===== config.mk =====
export PLATFORM = sky130hd
export DESIGN_NAME = regprot_guard
export DESIGN_NICKNAME = d
export VERILOG_FILES = /design/src/rtl/regprot_pkg.sv /design/src/rtl/regprot_table.sv /design/src/rtl/regprot_slot.sv /design/src/rtl/regprot_pick.sv /design/src/rtl/regprot_guard.sv
export SDC_FILE = /design/constraint.sdc
export NUM_CORES = 1
export LEC_CHECK = 0
export BUFFER_PORTS_ARGS = -buffer_cell sky130_fd_sc_hd__buf_2
export CAP_MARGIN = 20
export CORE_MARGIN = 4
export CORE_UTILIZATION = 35
export DETAILED_ROUTE_END_ITERATION = 7
export GPL_TIMING_DRIVEN = 0
export PLACE_DENSITY = 0.58
export SETUP_SLACK_MARGIN = 0.15
export SLEW_MARGIN = 10
export SYNTH_ARGS = -nofsm -noshare
export SYNTH_HDL_FRONTEND = slang
export SYNTH_SLANG_ARGS = --single-unit

===== constraint.sdc =====
create_clock -name clk -period 2.64 [get_ports clk]
set_input_delay 0.264 -clock clk [delete_from_list [all_inputs] [get_ports clk]]
set_output_delay 0.264 -clock clk [all_outputs]
set_load 0.01 [all_outputs]

===== src/rtl/regprot_pkg.sv =====
package regprot_pkg;

  localparam int IDX_W   = 18;
  localparam int LG_W    = 5;
  localparam int WORD_W  = 32;
  localparam int BASE_LO = 2;
  localparam int BASE_HI = BASE_LO + IDX_W - 1;
  localparam int LG_LO   = 24;
  localparam int LG_HI   = LG_LO + LG_W - 1;
  localparam int WR_BIT  = 29;
  localparam int RD_BIT  = 30;

  typedef struct packed {
    logic            rd_blk;
    logic            wr_blk;
    logic [LG_W-1:0] lg;
    logic [IDX_W-1:0] base;
  } prot_ent_t;

  function automatic prot_ent_t unpack_word(logic [WORD_W-1:0] w);
    prot_ent_t e;
    e.rd_blk = w[RD_BIT];
    e.wr_blk = w[WR_BIT];
    e.lg     = w[LG_HI:LG_LO];
    e.base   = w[BASE_HI:BASE_LO];
    return e;
  endfunction

  // bits at or above lg compare; lg >= IDX_W leaves nothing to compare
  function automatic logic [IDX_W-1:0] span_mask(logic [LG_W-1:0] lg);
    logic [IDX_W-1:0] m;
    for (int b = 0; b < IDX_W; b++) m[b] = (LG_W'(b) >= lg);
    return m;
  endfunction

  function automatic logic covers(prot_ent_t e, logic [IDX_W-1:0] idx);
    return ((idx ^ e.base) & span_mask(e.lg)) == '0;
  endfunction

  function automatic logic refuses(prot_ent_t e, logic is_wr);
    return e.wr_blk && (is_wr || e.rd_blk);
  endfunction

endpackage


===== src/rtl/regprot_table.sv =====
module regprot_table
  import regprot_pkg::*;
#(
  parameter int N  = 8,
  parameter int AW = 3
) (
  input  logic                clk,
  input  logic                rst_n,
  input  logic                we,
  input  logic [AW-1:0]       addr,
  input  logic [WORD_W-1:0]   wdata,
  output prot_ent_t [N-1:0]   ents_o
);

  prot_ent_t [N-1:0] slot_q;
  logic unused_word_bits;

  assign unused_word_bits = ^{wdata[WORD_W-1], wdata[LG_LO-1:BASE_HI+1], wdata[BASE_LO-1:0]};

  for (genvar i = 0; i < N; i++) begin : g_slot
    always_ff @(posedge clk) begin
      if (!rst_n) begin
        slot_q[i] <= '0;
      end else if (we && (addr == AW'(i))) begin
        slot_q[i] <= unpack_word(wdata);
      end
    end
  end

  assign ents_o = slot_q;

endmodule


===== src/rtl/regprot_slot.sv =====
module regprot_slot
  import regprot_pkg::*;
(
  input  prot_ent_t         ent,
  input  logic [IDX_W-1:0]  idx,
  input  logic              is_wr,
  output logic              cov_o,
  output logic              hit_o
);

  assign cov_o = covers(ent, idx);
  assign hit_o = cov_o && refuses(ent, is_wr);

endmodule


===== src/rtl/regprot_pick.sv =====
module regprot_pick #(
  parameter int N  = 8,
  parameter int AW = 3
) (
  input  logic [N-1:0]  vec,
  output logic          any_o,
  output logic [AW-1:0] idx_o
);

  always_comb begin
    idx_o = '0;
    for (int i = N - 1; i >= 0; i--) begin
      if (vec[i]) idx_o = AW'(i);
    end
  end

  assign any_o = |vec;

endmodule


===== src/rtl/regprot_guard.sv =====
module regprot_guard
  import regprot_pkg::*;
#(
  parameter int NUM_ENTRIES = 8,
  localparam int AW = (NUM_ENTRIES > 1) ? $clog2(NUM_ENTRIES) : 1
) (
  input  logic              clk,
  input  logic              rst_n,
  input  logic              cfg_we,
  input  logic [AW-1:0]     cfg_addr,
  input  logic [31:0]       cfg_wdata,
  input  logic [IDX_W-1:0]  acc_idx,
  input  logic              acc_write,
  output logic              prot_blocked,
  output logic [AW-1:0]     prot_entry
);

  prot_ent_t [NUM_ENTRIES-1:0] ents;
  logic [NUM_ENTRIES-1:0]      hit_vec;
  logic [NUM_ENTRIES-1:0]      cov_vec;
  logic                        any_hit;
  logic [AW-1:0]               pick_idx;

  regprot_table #(.N(NUM_ENTRIES), .AW(AW)) u_table (
    .clk    (clk),
    .rst_n  (rst_n),
    .we     (cfg_we),
    .addr   (cfg_addr),
    .wdata  (cfg_wdata),
    .ents_o (ents)
  );

  for (genvar i = 0; i < NUM_ENTRIES; i++) begin : g_match
    regprot_slot u_slot (
      .ent   (ents[i]),
      .idx   (acc_idx),
      .is_wr (acc_write),
      .cov_o (cov_vec[i]),
      .hit_o (hit_vec[i])
    );
  end

  regprot_pick #(.N(NUM_ENTRIES), .AW(AW)) u_pick (
    .vec   (hit_vec),
    .any_o (any_hit),
    .idx_o (pick_idx)
  );

  always_ff @(posedge clk) begin
    if (!rst_n) begin
      prot_blocked <= 1'b0;
      prot_entry   <= '0;
    end else begin
      prot_blocked <= any_hit;
      prot_entry   <= pick_idx;
    end
  end

  logic unused_cov;
  assign unused_cov = ^cov_vec;

endmodule


==> run summary <==
I/O Buffers - 8
die width - 177.5 um
ys async rst share - 0%
CTS tree - yes
Pwr Total - 7.780 mW
CP max-delay cell - nor4_1
Final Hold Viols - 0
fraction of layout cells with a size suffix above 1 - 7.926%
First-pass DRT Iterations - 6
Yosys cell types - 56
CP max FO - 10
Syn Std Cell Area - 10050 um2
critical path's top delay family - compound AO/OA/AOI/OAI gates
Area growth syn-to-layout - 14.66%
WP buf/inv - 1
most common cell after layout, fill and taps aside - nand2_1
instance count on the critical path - 8
Power Density - 675.1 nW/um2
FF+latch area - 4085 um2
commonest cells after routing, fill and taps aside - nand2_1 (422), a21oi_1 (248), dfxtp_1 (203), xnor2_1 (82), clkbuf_1 (74)
Avg Vias per Cell - 5.460
Hold Crit Class - primary input to flip-flop
final worst path period need - 2.429 ns
clk slew on worst S/H paths - 0.06 ns
Worst EP required - 3.11 ns
WP data arrival - 2.89 ns
die area - 31490 um2
# Post-CTS Setup Buffers - 0
Synth top area share - 40.63%
Reg2Reg Depth - 8
Final Skew - 0.01125 ns
crit path cell chain - clkbuf_1, o21ai_1, a22oi_1, a21oi_1, nor4_1, o211ai_2, a211oi_1, o31a_1
Initial DRC Count - 908
Root Driver - clkbuf_16
core area - 28090 um2
area of the multi-input gates - 5418 um2
Sink Count - 204
Total Wirelength - 39720 um
sequential area share after synthesis - 40.63%
Max-Cap Viols - 0
vias in the first global route - 9059
Main synth FF type - dfxtp_1
Synth Net Count - 1417
FMAX - 411.6 MHz
RSZ-0062 raised after global routing - true
relative slew slack - 24.77%
Final setup viols - 0
DR WL/cell - 22.18 um
largest net degree at the start of global routing - 14
htree depth - 1
Antenna Cells - 0
fill cell count - 2927
CTS Buf Count - 24
Seq cells post-synth - 204
critical path class - flip-flop to flip-flop
Max Root-Sink Buffers - 3
antenna violations before repair - 0
outcome - complete, no violations
startpoint types - flip-flop
DP Area - 10560 um2
Pleak - 3.920 nW
VDD IR max - 0.3264 mV
RD Place Congestion - 0.8688
NumNets Final - 1452
Post-synth EDFFs - 0
Largest stage delay, worst path - 0.49 ns
first-pass GRT wire length - 57570 um
Post-Syn Area per Cell - 7.390 um2
Final ANT Viol Nets - 0
Clock Latency Late Sink - 0.52 ns
Vias - 9779
detailed placer's ending HPWL - 25690 um
gate count of the mapped netlist - 1360
top post-synthesis cells by area - dfxtp_1 (41%), nand2_1 (16%), a21oi_1 (12%)
crit share post-route - 92.02%
Slew Viols, Final - 0
Yosys warnings - 0
initial core utilization - 35.78%
drt drc - 0
number of cells on the worst hold path - 3
Tot GR Track Use - 24.57%
Worst Setup End Kind - flip-flop
GR Overflow Total - 0
Die Ht - 177.5 um
cell taking the most area after synthesis - dfxtp_1
cell area after layout - 11520 um2
IO Count - 61
Core Rows - 61
Worst Max-Slew Pin Slew - 1.128 ns
flip-flops by register name (all words and copies together), names as in the netlist:
register        cells
prot_entry          3
prot_blocked        1
u_table.ents_o    200
kinds of logic (layout without fill, tap and decap cells):
| group | count (synthesis) | count (layout) | share of synthesized area (%) |
|---|---|---|---|
| xor gates and xnor gates | 144 | 144 | 12.55 |
| buffers and inverters | 136 | 189 | 5.714 |
| adders and majority gates | 1 | 1 | 0.09959 |
| AOI/OAI and AO/OA | 364 | 364 | 20.37 |
| DFF | 204 | 204 | 40.63 |
| and+or+nand+nor | 511 | 511 | 20.64 |
tightest hold or removal path, stage by stage:
cell,delay (ns)
clkbuf_2,0.24
nand2_1,0.12
a21oi_1,0.05
power breakdown:
part	internal, mW	switching, mW	total, mW	leakage, nW
combinational	0.221	0.558	0.779	1.83
clock	2.41	1.40	3.82	0.444
sequential	3.14	0.0432	3.19	1.65
total	5.77	2.01	7.78	3.92
routing by layer:
| layer | wire, um | track usage [%] |
|---|---|---|
| met5 | 0 | 0 |
| met4 | 1865 | 10.31 |
| met3 | 2614 | 3.558 |
| met2 | 19030 | 42.44 |
| met1 | 16210 | 30.61 |
cell type report:
class                   count  share of cell area [%]
repair buffers              9                  0.4343
multi-input cells        1020                   47.01
clock inverters            10                   1.596
clock buffers              34                   6.329
well taps                 378                   4.104
plain buffers             127                   4.788
flip-flops and latches    204                   35.45
inverters                   9                  0.2931
cell usage after synthesis (3+ instances only):
master	instances
nor2_1	18
nor3_1	13
o22ai_1	4
o21a_1	6
nand3_1	14
clkbuf_1	81
xor2_1	62
inv_1	9
a21o_1	5
nand2_1	422
nand2b_1	6
nor4_1	5
or3_1	3
a31oi_1	12
xnor2_1	82
o211ai_1	5
or2_1	3
a22oi_1	5
dfxtp_1	204
nand4_1	7
o21ai_0	27
and3_1	6
a211oi_1	9
buf_2	17
a21oi_1	248
o21ai_1	11
and2_1	4
o31ai_1	6
nor2b_1	5
clkbuf_2	25
timing repair:
action,CTS,global route
resized for setup,2,22
pin swaps,0,6
endpoints found under the setup margin,4,4
hold buffers,1,0
endpoints found under the hold margin,1,0
final timing paths:
check	startpoint	to	slack, ns
setup reg to reg	u_table.ents_o[145]	prot_entry[0]	0.21
hold / removal	cfg_wdata[16]	u_table.ents_o[89]	0.20
hold reg to reg	u_table.ents_o[98]	u_table.ents_o[98]	0.46
setup / recovery	u_table.ents_o[145]	prot_entry[0]	0.21
through the flow:
| stage | util, % | setup WS (ns) | hold slack, ns | cells | setup TNS (ns) |
|---|---|---|---|---|---|
| 2_1_floorplan | - | 0.3959 | 0.3976 | 1360 | 0 |
| 3_3_place_gp | 37.61 | -0.1348 | 0.4382 | 1746 | -0.2397 |
| 6_report | 41.03 | 0.2106 | 0.2020 | 1791 | 0 |
| 4_1_cts | 40.94 | 0.1736 | 0.1879 | 1791 | 0 |
| 5_1_grt | 41.03 | 0.1188 | 0.1893 | 1791 | 0 |
| 3_5_place_dp | 37.61 | -0.1202 | 0.4456 | 1746 | -0.2086 |
No activity file was read; power rests on OpenSTA's default activity.
